<file path="config.mk">
export PLATFORM = sky130hd
export DESIGN_NAME = dual_bank_regfile
export DESIGN_NICKNAME = d
export VERILOG_FILES = /design/src/rtl/rf_pkg.sv /design/src/rtl/rf_toggle_sel.sv /design/src/rtl/rf_bank_store.sv /design/src/rtl/rf_word_store.sv /design/src/rtl/rf_wr_decode.sv /design/src/rtl/rf_read_port.sv /design/src/rtl/dual_bank_regfile.sv
export SDC_FILE = /design/constraint.sdc
export NUM_CORES = 1
export LEC_CHECK = 0
export ABC_AREA = 1
export BUFFER_PORTS_ARGS = -buffer_cell sky130_fd_sc_hd__buf_4
export CORE_ASPECT_RATIO = 0.7
export CORE_MARGIN = 2
export CORE_UTILIZATION = 45
export CTS_CLUSTER_SIZE = 20
export DETAILED_ROUTE_END_ITERATION = 10
export PLACE_DENSITY = 0.6
export SLEW_MARGIN = 30
export SYNTH_ARGS = -nofsm -noshare
export SYNTH_HDL_FRONTEND = slang
export SYNTH_SLANG_ARGS = --single-unit
</file>
<file path="constraint.sdc">
create_clock -name clk -period 2.4 [get_ports clk]
set_clock_uncertainty 0.15 [all_clocks]
set_input_delay 0.24 -clock clk [delete_from_list [all_inputs] [get_ports clk]]
set_output_delay 0.24 -clock clk [all_outputs]
set_load 0.005 [all_outputs]
</file>
<file path="src/rtl/rf_pkg.sv">
package rf_pkg;
   // number of byte registers reachable through the byte map
   function automatic int byte_codes(input int pairs);
      return 2 * pairs + 4;
   endfunction
   // number of registers reachable through the wide map
   function automatic int wide_codes(input int pairs);
      return pairs + 5;
   endfunction
   localparam int N_WORDS    = 4;   // stack pointer, two index registers, program counter
   localparam int PC_WORD    = 3;
   localparam int N_PLAIN_B  = 2;   // interrupt page, refresh
endpackage

</file>
<file path="src/rtl/rf_toggle_sel.sv">
module rf_toggle_sel (
   input  logic clk,
   input  logic rst_n,
   input  logic flip,
   output logic sel
);
   always_ff @(posedge clk or negedge rst_n) begin
      if (!rst_n)    sel <= 1'b0;
      else if (flip) sel <= ~sel;
   end
endmodule

</file>
<file path="src/rtl/rf_bank_store.sv">
module rf_bank_store #(
   parameter int BYTE_W = 8,
   parameter int NREG   = 6
) (
   input  logic                           clk,
   input  logic                           bank_sel,
   input  logic [NREG-1:0]                wr_mask,
   input  logic [NREG-1:0][BYTE_W-1:0]    wr_val,
   output logic [NREG-1:0][BYTE_W-1:0]    rd_q
);
   logic [NREG-1:0][BYTE_W-1:0] mem_main;
   logic [NREG-1:0][BYTE_W-1:0] mem_alt;

   always_ff @(posedge clk) begin
      for (int r = 0; r < NREG; r++) begin
         if (wr_mask[r] && !bank_sel) mem_main[r] <= wr_val[r];
         if (wr_mask[r] &&  bank_sel) mem_alt[r]  <= wr_val[r];
      end
   end

   assign rd_q = bank_sel ? mem_alt : mem_main;
endmodule

</file>
<file path="src/rtl/rf_word_store.sv">
module rf_word_store #(
   parameter int              W       = 16,
   parameter int              NWORD   = 4,
   parameter bit              HAS_RST = 1'b0,
   parameter int              RST_IDX = 0,
   parameter logic [W-1:0]    RST_VAL = '0
) (
   input  logic                     clk,
   input  logic                     rst_n,
   input  logic [NWORD-1:0]         wr_mask,
   input  logic [NWORD-1:0][W-1:0]  wr_val,
   output logic [NWORD-1:0][W-1:0]  rd_q
);
   for (genvar i = 0; i < NWORD; i++) begin : g_word
      logic [W-1:0] word_q;
      if (HAS_RST && i == RST_IDX) begin : g_rst
         always_ff @(posedge clk or negedge rst_n) begin
            if (!rst_n)          word_q <= RST_VAL;
            else if (wr_mask[i]) word_q <= wr_val[i];
         end
      end else begin : g_plain
         always_ff @(posedge clk) begin
            if (wr_mask[i]) word_q <= wr_val[i];
         end
      end
      assign rd_q[i] = word_q;
   end
endmodule

</file>
<file path="src/rtl/rf_wr_decode.sv">
module rf_wr_decode #(
   parameter int BYTE_W   = 8,
   parameter int GP_PAIRS = 3,
   parameter int SEL_W    = 4,
   localparam int NGP     = 2 * GP_PAIRS,
   localparam int WW      = 2 * BYTE_W
) (
   input  logic                                    wr_en,
   input  logic                                    wr_wide,
   input  logic [SEL_W-1:0]                        wr_sel,
   input  logic [WW-1:0]                           wr_data,
   output logic [NGP-1:0]                          gp_mask,
   output logic [NGP-1:0][BYTE_W-1:0]              gp_val,
   output logic [1:0]                              af_mask,
   output logic [1:0][BYTE_W-1:0]                  af_val,
   output logic [rf_pkg::N_WORDS-1:0]              wd_mask,
   output logic [rf_pkg::N_WORDS-1:0][WW-1:0]      wd_val,
   output logic [rf_pkg::N_PLAIN_B-1:0]            bt_mask,
   output logic [rf_pkg::N_PLAIN_B-1:0][BYTE_W-1:0] bt_val
);
   logic [BYTE_W-1:0] hi_b, lo_b;
   int c;
   assign hi_b = wr_data[WW-1:BYTE_W];
   assign lo_b = wr_data[BYTE_W-1:0];

   always_comb begin
      c       = int'(wr_sel);
      gp_mask = '0;
      af_mask = '0;
      wd_mask = '0;
      bt_mask = '0;
      for (int i = 0; i < NGP; i++)
         gp_val[i] = (wr_wide && (i % 2 == 0)) ? hi_b : lo_b;
      af_val[0] = wr_wide ? hi_b : lo_b;
      af_val[1] = lo_b;
      for (int i = 0; i < rf_pkg::N_WORDS; i++)   wd_val[i] = wr_data;
      for (int i = 0; i < rf_pkg::N_PLAIN_B; i++) bt_val[i] = lo_b;
      if (wr_en) begin
         if (!wr_wide) begin
            for (int i = 0; i < NGP; i++)
               if (c == i) gp_mask[i] = 1'b1;
            if (c == NGP)     af_mask[0] = 1'b1;
            if (c == NGP + 1) af_mask[1] = 1'b1;
            for (int i = 0; i < rf_pkg::N_PLAIN_B; i++)
               if (c == NGP + 2 + i) bt_mask[i] = 1'b1;
         end else begin
            for (int i = 0; i < GP_PAIRS; i++)
               if (c == i) begin
                  gp_mask[2*i]   = 1'b1;
                  gp_mask[2*i+1] = 1'b1;
               end
            if (c == GP_PAIRS) af_mask = 2'b11;
            for (int i = 0; i < rf_pkg::N_WORDS; i++)
               if (c == GP_PAIRS + 1 + i) wd_mask[i] = 1'b1;
         end
      end
   end
endmodule

</file>
<file path="src/rtl/rf_read_port.sv">
module rf_read_port #(
   parameter int BYTE_W   = 8,
   parameter int GP_PAIRS = 3,
   parameter int SEL_W    = 4,
   localparam int NGP     = 2 * GP_PAIRS,
   localparam int WW      = 2 * BYTE_W
) (
   input  logic                                     wide,
   input  logic [SEL_W-1:0]                         sel,
   input  logic [NGP-1:0][BYTE_W-1:0]               gp_q,
   input  logic [1:0][BYTE_W-1:0]                   af_q,
   input  logic [rf_pkg::N_WORDS-1:0][WW-1:0]       wd_q,
   input  logic [rf_pkg::N_PLAIN_B-1:0][BYTE_W-1:0] bt_q,
   output logic [WW-1:0]                            data
);
   logic [BYTE_W-1:0] byte_v;
   int c;

   always_comb begin
      c      = int'(sel);
      byte_v = '0;
      data   = '0;
      if (!wide) begin
         for (int i = 0; i < NGP; i++)
            if (c == i) byte_v = gp_q[i];
         if (c == NGP)     byte_v = af_q[0];
         if (c == NGP + 1) byte_v = af_q[1];
         for (int i = 0; i < rf_pkg::N_PLAIN_B; i++)
            if (c == NGP + 2 + i) byte_v = bt_q[i];
         data = {{BYTE_W{1'b0}}, byte_v};
      end else begin
         for (int i = 0; i < GP_PAIRS; i++)
            if (c == i) data = {gp_q[2*i], gp_q[2*i+1]};
         if (c == GP_PAIRS) data = {af_q[0], af_q[1]};
         for (int i = 0; i < rf_pkg::N_WORDS; i++)
            if (c == GP_PAIRS + 1 + i) data = wd_q[i];
      end
   end
endmodule

</file>
<file path="src/rtl/dual_bank_regfile.sv">
module dual_bank_regfile #(
   parameter int BYTE_W   = 8,
   parameter int GP_PAIRS = 3,
   parameter int SEL_W    = 4
) (
   input  logic                  clk,
   input  logic                  rst_n,
   input  logic                  xchg_af,
   input  logic                  xchg_gp,
   input  logic                  wr_en,
   input  logic                  wr_wide,
   input  logic [SEL_W-1:0]      wr_sel,
   input  logic [2*BYTE_W-1:0]   wr_data,
   input  logic                  rd0_wide,
   input  logic [SEL_W-1:0]      rd0_sel,
   output logic [2*BYTE_W-1:0]   rd0_data,
   input  logic                  rd1_wide,
   input  logic [SEL_W-1:0]      rd1_sel,
   output logic [2*BYTE_W-1:0]   rd1_data,
   output logic                  af_alt,
   output logic                  gp_alt
);
   localparam int NGP    = 2 * GP_PAIRS;
   localparam int WW     = 2 * BYTE_W;
   localparam int N_RD   = 2;
   localparam int MAXCOD = (rf_pkg::byte_codes(GP_PAIRS) > rf_pkg::wide_codes(GP_PAIRS))
                           ? rf_pkg::byte_codes(GP_PAIRS) : rf_pkg::wide_codes(GP_PAIRS);

   if (BYTE_W < 1) begin : g_bad_width
      $error("BYTE_W must be at least 1");
   end
   if (GP_PAIRS < 1) begin : g_bad_pairs
      $error("GP_PAIRS must be at least 1");
   end
   if ((1 << SEL_W) < MAXCOD) begin : g_bad_sel
      $error("SEL_W too narrow for the register map");
   end

   logic [NGP-1:0]                          gp_mask;
   logic [NGP-1:0][BYTE_W-1:0]              gp_val, gp_q;
   logic [1:0]                              af_mask;
   logic [1:0][BYTE_W-1:0]                  af_val, af_q;
   logic [rf_pkg::N_WORDS-1:0]              wd_mask;
   logic [rf_pkg::N_WORDS-1:0][WW-1:0]      wd_val, wd_q;
   logic [rf_pkg::N_PLAIN_B-1:0]            bt_mask;
   logic [rf_pkg::N_PLAIN_B-1:0][BYTE_W-1:0] bt_val, bt_q;

   rf_toggle_sel u_af_sel (.clk(clk), .rst_n(rst_n), .flip(xchg_af), .sel(af_alt));
   rf_toggle_sel u_gp_sel (.clk(clk), .rst_n(rst_n), .flip(xchg_gp), .sel(gp_alt));

   rf_wr_decode #(.BYTE_W(BYTE_W), .GP_PAIRS(GP_PAIRS), .SEL_W(SEL_W)) u_dec (
      .wr_en(wr_en), .wr_wide(wr_wide), .wr_sel(wr_sel), .wr_data(wr_data),
      .gp_mask(gp_mask), .gp_val(gp_val), .af_mask(af_mask), .af_val(af_val),
      .wd_mask(wd_mask), .wd_val(wd_val), .bt_mask(bt_mask), .bt_val(bt_val)
   );

   rf_bank_store #(.BYTE_W(BYTE_W), .NREG(NGP)) u_gp (
      .clk(clk), .bank_sel(gp_alt), .wr_mask(gp_mask), .wr_val(gp_val), .rd_q(gp_q)
   );
   rf_bank_store #(.BYTE_W(BYTE_W), .NREG(2)) u_af (
      .clk(clk), .bank_sel(af_alt), .wr_mask(af_mask), .wr_val(af_val), .rd_q(af_q)
   );

   rf_word_store #(.W(WW), .NWORD(rf_pkg::N_WORDS), .HAS_RST(1'b1),
                   .RST_IDX(rf_pkg::PC_WORD), .RST_VAL('0)) u_words (
      .clk(clk), .rst_n(rst_n), .wr_mask(wd_mask), .wr_val(wd_val), .rd_q(wd_q)
   );
   rf_word_store #(.W(BYTE_W), .NWORD(rf_pkg::N_PLAIN_B), .HAS_RST(1'b0),
                   .RST_IDX(0), .RST_VAL('0)) u_bytes (
      .clk(clk), .rst_n(rst_n), .wr_mask(bt_mask), .wr_val(bt_val), .rd_q(bt_q)
   );

   logic [N_RD-1:0]            rp_wide;
   logic [N_RD-1:0][SEL_W-1:0] rp_sel;
   logic [N_RD-1:0][WW-1:0]    rp_data;

   assign rp_wide  = {rd1_wide, rd0_wide};
   assign rp_sel   = {rd1_sel, rd0_sel};
   assign rd0_data = rp_data[0];
   assign rd1_data = rp_data[1];

   for (genvar p = 0; p < N_RD; p++) begin : g_rd
      rf_read_port #(.BYTE_W(BYTE_W), .GP_PAIRS(GP_PAIRS), .SEL_W(SEL_W)) u_port (
         .wide(rp_wide[p]), .sel(rp_sel[p]), .gp_q(gp_q), .af_q(af_q),
         .wd_q(wd_q), .bt_q(bt_q), .data(rp_data[p])
      );
   end
endmodule

</file>
### After elaboration in Yosys (flattened, before gate mapping)

Cells that the tools add are included.

| word-level totals | value |
|---|---|
| output and inout port bits | 34 |
| flip-flop bits (word level) | 210 |
| logic and storage cells | 137 |
| bits of input ports | 36 |

| cells by class | value |
|---|---|
| reductions and logical operators | 21 |
| bitwise operators | 2 |
| muxes and demuxes | 63 |
| equal/unequal tests | 27 |

Operators by type and width:

| cell | count |
|---|---|
| $mux W16 | 19 |
| $mux W8 | 21 |
| $eq A4 B4 Y1 const B | 18 |
| $mux W48 | 1 |
| $eq A4 B3 Y1 const B | 6 |
| $logic_and A1 B1 Y1 | 16 |
| $mux W2 | 8 |
| $eq A4 B2 Y1 const B | 3 |
| $logic_not A4 Y1 | 3 |
| $mux W6 | 2 |
| $mux W1 | 10 |
| $mux W4 | 2 |
| $logic_not A1 Y1 | 2 |
| $not A1 Y1 | 2 |

### Longest topological paths before layout

Gate-level depths: netlist of run 1.

| depth | value |
|---|---|
| depth after elaboration | 12 |
| depth in mapped cells | 12 |
| gate-level depth less buffers | 11 |

### Hierarchy

Synthesis of run 1 repeated with hierarchy kept, for this count alone.

| unflattened totals | value |
|---|---|
| cell total of the unflattened synthesis | 1,476 |
| area total of the unflattened synthesis | 12,588.3 um^2 |

By module, submodules not included:

| module | area an instance (um^2) | cells each | sequential area each (um^2) | instances |
|---|---|---|---|---|
| rf_read_port | 1,894.3 | 374 | 0.0 | 2 |
| rf_bank_store (u_gp) | 3,595.9 | 277 | 2,882.8 | 1 |
| rf_word_store (u_words) | 2,085.8 | 116 | 1,841.8 | 1 |
| rf_wr_decode | 1,357.6 | 215 | 0.0 | 1 |
| rf_bank_store (u_af) | 1,192.4 | 92 | 960.9 | 1 |
| rf_word_store (u_bytes) | 480.5 | 16 | 480.5 | 1 |
| rf_toggle_sel | 43.8 | 6 | 25.0 | 2 |

### Worst setup path before layout of run 1

Ideal clock, no wire load.

| path | value |
|---|---|
| kind | flip-flop to output port |
| start point | register u_gp_sel.sel |
| end point | output rd0_data[2] |
| data required time | 2.010 ns |
| arrival time | 1.492 ns |
| path buffers | 2 |
| setup slack | 0.518 ns |
| cell stages (with the launch flop) | 9 |
| cells stage by stage | dfrtp_1 > buf_2 > buf_4 > mux2i_1 > nor2_1 > nor3_1 > nand4_1 > o21ai_1 > nand2_1 |

| between the ends | value |
|---|---|
| word-level cells in the longest chain between the ends | 12 |
| elaborated cells on any way between the ends | 20 |
| those cells by class | mux: 20 |

RTL lines:

| what | line | source |
|---|---|---|
| start: declaration | rf_toggle_sel.sv:5 | `output logic sel` |
| start signal: assignment | rf_toggle_sel.sv:9 | `else if (flip) sel <= ~sel;` |
| $mux W48 (*) | rf_bank_store.sv:21 | `assign rd_q = bank_sel ? mem_alt : mem_main;` |
| $mux W8 (6 in series) | rf_read_port.sv:25 | `if (c == i) byte_v = gp_q[i];` |
| $mux W8 | rf_read_port.sv:26 | `if (c == NGP) byte_v = af_q[0];` |
| $mux W8 | rf_read_port.sv:27 | `if (c == NGP + 1) byte_v = af_q[1];` |
| $mux W8 (2 in series) | rf_read_port.sv:29 | `if (c == NGP + 2 + i) byte_v = bt_q[i];` |
| $mux W16 (*) | rf_read_port.sv:23 | `if (!wide) begin` |
| end: declaration | dual_bank_regfile.sv:16 | `output logic [2*BYTE_W-1:0] rd0_data,` |

Mark *: on every way between the ends. The rest lies on a longest branch, timed or not.

### Worst setup path after layout of run 1

| path | value |
|---|---|
| start point | register u_gp_sel.sel |
| end point | output rd1_data[3] |

| between the ends | value |
|---|---|
| word-level cells in the longest chain between the ends | 12 |
| elaborated cells on any way between the ends | 20 |
| those cells by class | mux: 20 |

RTL lines:

| what | line | source |
|---|---|---|
| $mux W48 (*) | rf_bank_store.sv:21 |  |
| $mux W8 (6 in series) | rf_read_port.sv:25 |  |
| $mux W8 | rf_read_port.sv:26 |  |
| $mux W8 | rf_read_port.sv:27 |  |
| $mux W8 (2 in series) | rf_read_port.sv:29 |  |
| $mux W16 (*) | rf_read_port.sv:23 |  |
| end: declaration | dual_bank_regfile.sv:19 | `output logic [2*BYTE_W-1:0] rd1_data,` |

Marks and branches as above.

==> results of run 1 <==
[state kept, by name (all words and copies together) (netlist names)]
name                   cells
u_gp_sel.sel               1
u_af.mem_main             16
u_af_sel.sel               1
u_words.g_word.word_q     64
u_gp.mem_alt              48
u_bytes.g_word.word_q     16
u_af.mem_alt              16
u_gp.mem_main             48
[stage by stage]
| step | hold WS (ps) | instances | setup TNS (ps) | total power [mW] | cell area, um2 |
|---|---|---|---|---|---|
| finish | 23.0 | 1750 | -8240 | 11.9 | 14400 |
| global route | 48.1 | 1749 | -11040 | 12.4 | 14400 |
| CTS | 18.6 | 1744 | -8660 | 11.5 | 13900 |
| detailed placement | 24.3 | 1679 | 0 | 7.35 | 12400 |
| global placement | 22.6 | 1679 | 0 | 7.34 | 12400 |
| floorplan | -206 | 1252 | 0 | 5.93 | 11000 |
[worst paths after layout]
check,end,slack (ps),from,depth (start not counted)
min in group clk,u_bytes.g_word[1].word_q[7]$_DFFE_PP_,160,wr_sel[3],4
max reg2reg,u_gp.mem_alt[25]$_DFFE_PP_,770,u_gp_sel.sel$_DFFE_PN0P_,4
min,u_words.g_word[3].word_q[10]$_DFFE_PN0P_,20,rst_n,2
max,rd1_data[3],-410,u_gp_sel.sel$_DFFE_PN0P_,10
max in group asynchronous,u_gp_sel.sel$_DFFE_PN0P_,1790,rst_n,2
min reg2reg,u_words.g_word[3].word_q[3]$_DFFE_PN0P_,350,u_words.g_word[3].word_q[3]$_DFFE_PN0P_,2
[layout by cell type, fill, tap and decap left out, types with 33 or more instances in the layout]
cell type and n:
nand4_1 39, nor2_1 56, buf_4 144, o21ai_0 54, a21oi_1 65, inv_1 80, edfxtp_1 192, nand3_1 33
nand2_1 375, nand2_2 81, a21oi_2 36
[cells by family (layout without fill, tap and decap cells)]
| family | count (synthesis) | after routing | share of synthesized area, % |
|---|---|---|---|
| simple gates | 676 | 676 | 26.2 |
| flops | 210 | 210 | 56.7 |
| compound gates | 203 | 203 | 9.69 |
| buf+inv | 146 | 325 | 5.61 |
| mux | 15 | 15 | 1.60 |
| xor+xnor | 2 | 2 | 0.160 |
| other cells | 0 | 1 | 0 |
[metal layers]
| metal | track usage (%) | part of all wire [%] | vias to the layer above |
|---|---|---|---|
| met5 | 0 | 0 | - |
| met4 | 8.44 | 3.1 | 0 |
| met3 | 8.97 | 13 | 110 |
| met2 | 44.8 | 42 | 645 |
| met1 | 45.6 | 42 | 4668 |
| li1 | - | - | 4554 |
[layout make-up]
type	instances	share of cell area, %
sequential	210	43.2
multi-input combinational	896	34.6
timing repair buffer	189	11.8
clock buffer	24	3.95
tap	318	2.76
inverter	96	2.52
clock inverter	16	1.17
antenna	1	0.0174
[power groups by stage]
stage / Clock (mW) / Combinational [mW] / Sequential, mW
detailed placement: 0 / 2.99 / 4.37
floorplan: 0 / 1.58 / 4.35
global route: 3.69 / 4.37 / 4.32
CTS: 3.54 / 3.69 / 4.30
finish: 3.50 / 4.13 / 4.31
global placement: 0 / 2.98 / 4.36
[timing repair]
action	4_1_cts	5_1_grt
hold buffers	19	0
buffers inserted	3	5
gates resized for setup	164	117
pin swaps	36	46
hold endpoints to repair	156	0
endpoints found under the setup margin	32	32
cloned	3	0
==> flow_summary_export.csv, run 1 <==
group,metric,value,unit
pwr,seqPwrFrac,36.1,%
pwr,cellLeakagePower,5.97,nW
route,vias,9977,
timing,hold_viol,0,
outcome,status,"finished with violations",
setup_path,worstPathRequired,2010,ps
synthesis,netlist_instances,1252,
timing,period_share,117,%
synthesis,yosysTopAreaCell,"edfxtp_1",
final_layout,multi_input_area,0.00498,mm2
synthesis,synth_commonest_cells,"nand2_1, edfxtp_1, a21oi_1, inv_1, o21ai_0",
pwr,p_int,7.68,mW
pwr,ir_worst_vdd,0.000617,V
pwr,combPwrFrac,34.6,%
route,route.detailed.drc,0,
final_layout,finalCoreUtilization,60.6,%
cts,clk_path_buf_depth,3,
floorplanning,chipWidth,191,um
synthesis,synth.most_common_cell,"nand2_1",
cts,clk_latency,530,ps
synthesis,synth_edf_count,192,
synthesis,synth_area,0.0110,mm2
placement,dp_hpwl,27600,um
setup_path,crit_path_start_kind,"register",
synthesis,synth_flop_cell,"edfxtp_1",
timing,period_needed,2810,ps
route,routed_wl,39500,um
grt,grt_overflow_total,0,
cts,cts.htree.levels,1,
route,routedWlPerCell,22.6,um
placement,dp_worst_setup_slack,71.0,ps
cts,path_clk_slew,70,ps
timing,slew-limit-headroom,55.1,%
timing,grt_setup_unrepaired,"yes",
cts,clock-sinks,210,
setup_path,worstPathArrival,2420,ps
timing,setup_ws,-409,ps
floorplanning,fp.dieH,135,um
flow_run,cap_violations,0,
final_layout,drive_gt1_share,32.5,%
cts,cts_buffers,22,
pwr,power_density,829,mW/mm2
synthesis,synthTopCellsByArea,"edfxtp_1, nand2_1, a21oi_1",
grt,grt_pass1_wl,58300,um
outcome,violations,"negative setup slack",
synthesis,ys_types,38,
timing,worst_slew_pin_slew,673,ps
grt,grt_usage,31.0,%
synthesis,synthArstFlopShare,8.57,%
final_layout,nets,1451,
grt,grt_pass1_vias,9412,
route,firstDrtPassIters,5,
cts,cts_root_buf,"clkbuf_16",
setup_path,crit_family,"buffers and inverters",
setup_path,slowest_delay,430,ps
cts,cts_tree,"built",
setup_path,slowest_stage,"dfrtp_2",
min_path,hold_class,"input port to async pin",
route,drt_iter0_markers,1114,
synthesis,synth-seq-cells,210,
pwr,switching_share,35.7,%
route,ant_nets,0,
grt,antenna_found_initial,1,
final_layout,area_delta_synth_final,31.4,%
floorplanning,die_area,0.0256,mm2
timing,clock.fmax,356,MHz
synthesis,yosys_warnings,0,
setup_path,worst-setup-path-type,"register to output port",
setup_path,crit_fanout,8,
floorplanning,pin_count,70,
setup_path,crit_chain,"buf_6 -> buf_16 -> mux2i_1 -> buf_4 -> nor2_2 -> nor3_2 -> nand4_1 -> o21ai_1 -> nand2_1 -> buf_4",
setup_path,cp_common_cell,"buf_4",
setup_path,end_kind,"output port",
pwr,p_sw,4.26,mW
pwr,power_frac_clock,29.3,%
placement,place_congestion,0.988,
floorplanning,row_count,47,
floorplanning,core,0.0238,mm2
final_layout,fillers,2064,
synthesis,synth.avg_cell_area,8.75,um2
grt,grt_max_degree,30,
final_layout,seq_area,0.00622,mm2
placement,port-buffer-count,69,
route,routed_via_density,5.70,
synthesis,synth.top_cell.area_share,52.6,%
timing,slew_viol_final,0,
timing,setup_violations,32,
synthesis,yosysSeqAreaShare,56.7,%
synthesis,synth_nets,1288,
setup_path,path_buf_inv,4,
floorplanning,initial_core_util,46.1,%
(Power assumes the default switching activity.)
==> inputs of run 2 (changes only) <==
--- a/config.mk
+++ b/config.mk
@@ -7,12 +7,14 @@
 export LEC_CHECK = 0
 export ABC_AREA = 1
 export BUFFER_PORTS_ARGS = -buffer_cell sky130_fd_sc_hd__buf_4
+export CELL_PAD_IN_SITES_DETAIL_PLACEMENT = 0
+export CELL_PAD_IN_SITES_GLOBAL_PLACEMENT = 2
 export CORE_ASPECT_RATIO = 0.7
 export CORE_MARGIN = 2
-export CORE_UTILIZATION = 45
+export CORE_UTILIZATION = 38
 export CTS_CLUSTER_SIZE = 20
 export DETAILED_ROUTE_END_ITERATION = 10
-export PLACE_DENSITY = 0.6
+export PLACE_DENSITY = 0.78
 export SLEW_MARGIN = 30
 export SYNTH_ARGS = -nofsm -noshare
 export SYNTH_HDL_FRONTEND = slang
==> run 2 against run 1 <==
Compared with the run above:
- the run still ends with negative setup slack left
- clock-buffer cell count increased by 8
- global-route usage decreased by 2.9 points
- critical endpoint is now rd1_data[4]
- worst hold slack improved by 160 ps
- sequential power increased by 0.9%
- combinational power decreased by 9.4%
- sequential share of layout area increased by 0.77 points
- final cell count increased by 3.4%
- final area decreased by 1.8%
- critical path depth increased by 4
==> flow_summary_export.csv, run 2 (synthesis gave the netlist of run 1 again) <==
group,metric,value,unit
outcome,status,"finished with violations",
outcome,violations,"negative setup slack",
grt,antenna_found_initial,1,
timing,setup_violations,32,
final_layout,instances_no_fill,1810,
timing,period_share,115,%
timing,clock.fmax,364,MHz
floorplanning,pin_count,70,
grt,grt_pass1_vias,9193,
route,route.detailed.drc,0,
final_layout,antenna_cells,0,
setup_path,r2r-end,"u_gp.mem_alt[35]$_DFFE_PP_",
cts,cts_buffers,23,
pwr,ir_worst_vdd,0.000874,V
floorplanning,row_count,51,
timing,slew-limit-headroom,39.1,%
cts,clk_path_buf_depth,3,
grt,grt_util_met1,43.1,%
cts,cts_root_buf,"clkbuf_16",
setup_path,end_kind,"output port",
final_layout,largest_reg_flops,64,
setup_path,reg2reg_slack,740,ps
setup_path,crit_fanout,12,
setup_path,slowest_stage,"dfrtp_2",
floorplanning,chipWidth,207,um
final_layout,biggestRegsByFlops,"u_words.g_word.word_q x64, u_gp.mem_alt x48, u_gp.mem_main x48",
grt,grt_pass1_wl,61600,um
setup_path,worstPathArrival,2360,ps
final_layout,final_common_cell,"nand2_1",
setup_path,worst-setup-path-type,"register to output port",
floorplanning,initial_core_util,39.0,%
setup_path,r2r_cells,4,
setup_path,critical_path_depth,14,
final_layout,drive_gt1_share,27.4,%
floorplanning,die_area,0.0302,mm2
timing,setup_ws,-349,ps
setup_path,slowest_delay,440,ps
setup_path,crit_chain,"inv_4 -> buf_6 -> nand2_1 -> nand2_2 -> nand2_1 -> buf_4 -> nand2_1 -> a21oi_2 -> nand4_1 -> nand2_1 -> nand3_2 -> nand2_1 -> nand2_1 -> buf_4",
final_layout,largest-register,"u_words.g_word.word_q",
grt,busiest_layer,"met1",
cts,cts.htree.levels,1,
cts,clock-sinks,210,
final_layout,final_cell_mix,"nand2_1, edfxtp_1, buf_4, inv_1, a21oi_1",
grt,grt_max_degree,36,
timing,worst_slew_pin_slew,904,ps
timing,setup_tns,-7770,ps
placement,dp_hpwl,30900,um
grt,grt_usage,28.2,%
min_path,hold_class,"input port to register",
final_layout,area_delta_synth_final,29.0,%
setup_path,worstPathRequired,2010,ps
route,routed_wl,42400,um
pwr,cellLeakagePower,5.86,nW
placement,dp_worst_setup_slack,36.0,ps
setup_path,crit_path_start,"u_gp_sel.sel$_DFFE_PN0P_",
placement,dp.cells,1746,
route,firstDrtPassIters,5,
timing,period_needed,2750,ps
timing,hold_viol,0,
placement,port-buffer-count,69,
floorplanning,core,0.0281,mm2
route,ant_nets,0,
timing,slew_viol_final,0,
pwr,power_density,818,mW/mm2
setup_path,path_buf_inv,4,
setup_path,reg2reg_from,"u_gp_sel.sel$_DFFE_PN0P_",
grt,use_met2,40.6,%
floorplanning,fp.dieH,146,um
final_layout,nets,1459,
placement,place_congestion,0.901,
cts,path_clk_slew,60,ps
cts,clk_latency,520,ps
setup_path,crit_family,"simple AND/OR/NAND/NOR gates",
grt,grt_overflow_total,0,
setup_path,crit_path_start_kind,"register",
cts,cts_tree,"built",
setup_path,cp_common_cell,"nand2_1",
setup_path,setup.worst_path.end,"rd1_data[4]",
flow_run,cap_violations,0,
grt,use_met3,6.18,%
timing,grt_setup_unrepaired,"yes",
route,routedWlPerCell,23.4,um
route,vias,9725,
route,routed_via_density,5.37,
route,drt_iter0_markers,882,
## run 2: timing repair
item                                    CTS  global route
endpoints found under the setup margin   32            32
hold endpoints to repair                159             0
gates resized for setup                 127            50
buffers inserted                          2             0
pin swaps                                20            17
hold buffers                             21             0
## run 2: how the worst min path moves through the flow
stage | startpoint | cells after the start | end
floorplan | rst_n | 0 | u_af_sel.sel$_DFFE_PN0P_
global placement | rst_n | 1 | u_words.g_word[3].word_q[4]$_DFFE_PN0P_
detailed placement | rst_n | 1 | u_words.g_word[3].word_q[12]$_DFFE_PN0P_
CTS | wr_sel[3] | 4 | u_bytes.g_word[0].word_q[0]$_DFFE_PP_
global route | wr_sel[3] | 4 | u_bytes.g_word[0].word_q[0]$_DFFE_PP_
finish | wr_sel[3] | 4 | u_bytes.g_word[0].word_q[0]$_DFFE_PP_
## run 2: cell type report
| class | count | area (um2) |
|---|---|---|
| clock buffers | 32 | 629 |
| clock inverters | 9 | 100 |
| fillers | 2689 | 13900 |
| inverters | 96 | 363 |
| multi-input cells | 896 | 4630 |
| flip-flops and latches | 210 | 6220 |
| well taps | 371 | 464 |
| repair buffers | 196 | 1730 |
## run 2: tightest hold or removal path, stage by stage
cell and delay (ps):
buf_4 130, nand3_1 70, nor2_1 40, buf_4 180
## run 2: layer usage
metal	routed length (um)	vias up
met5	0	-
li1	-	4555
met4	881	0
met3	3770	42
met1	20000	4745
met2	17800	383
## run 2: stage by stage
step	instance area [um2]	hold WS (ps)	power (mW)	util [%]
6_report	14100	180	11.6	50.4
5_1_grt	14100	189	12.1	50.4
4_1_cts	14000	161	11.5	49.8
3_5_place_dp	12600	14.1	7.61	45.0
3_3_place_gp	12600	19.5	7.61	45.0
2_1_floorplan	11000	-206	5.93	-
## run 2: report_power, final
group | total [mW] | internal, mW | switching [mW]
Sequential | 4.35 | 4.21 | 0.136
Clock | 3.48 | 2.05 | 1.44
Combinational | 3.74 | 1.33 | 2.41
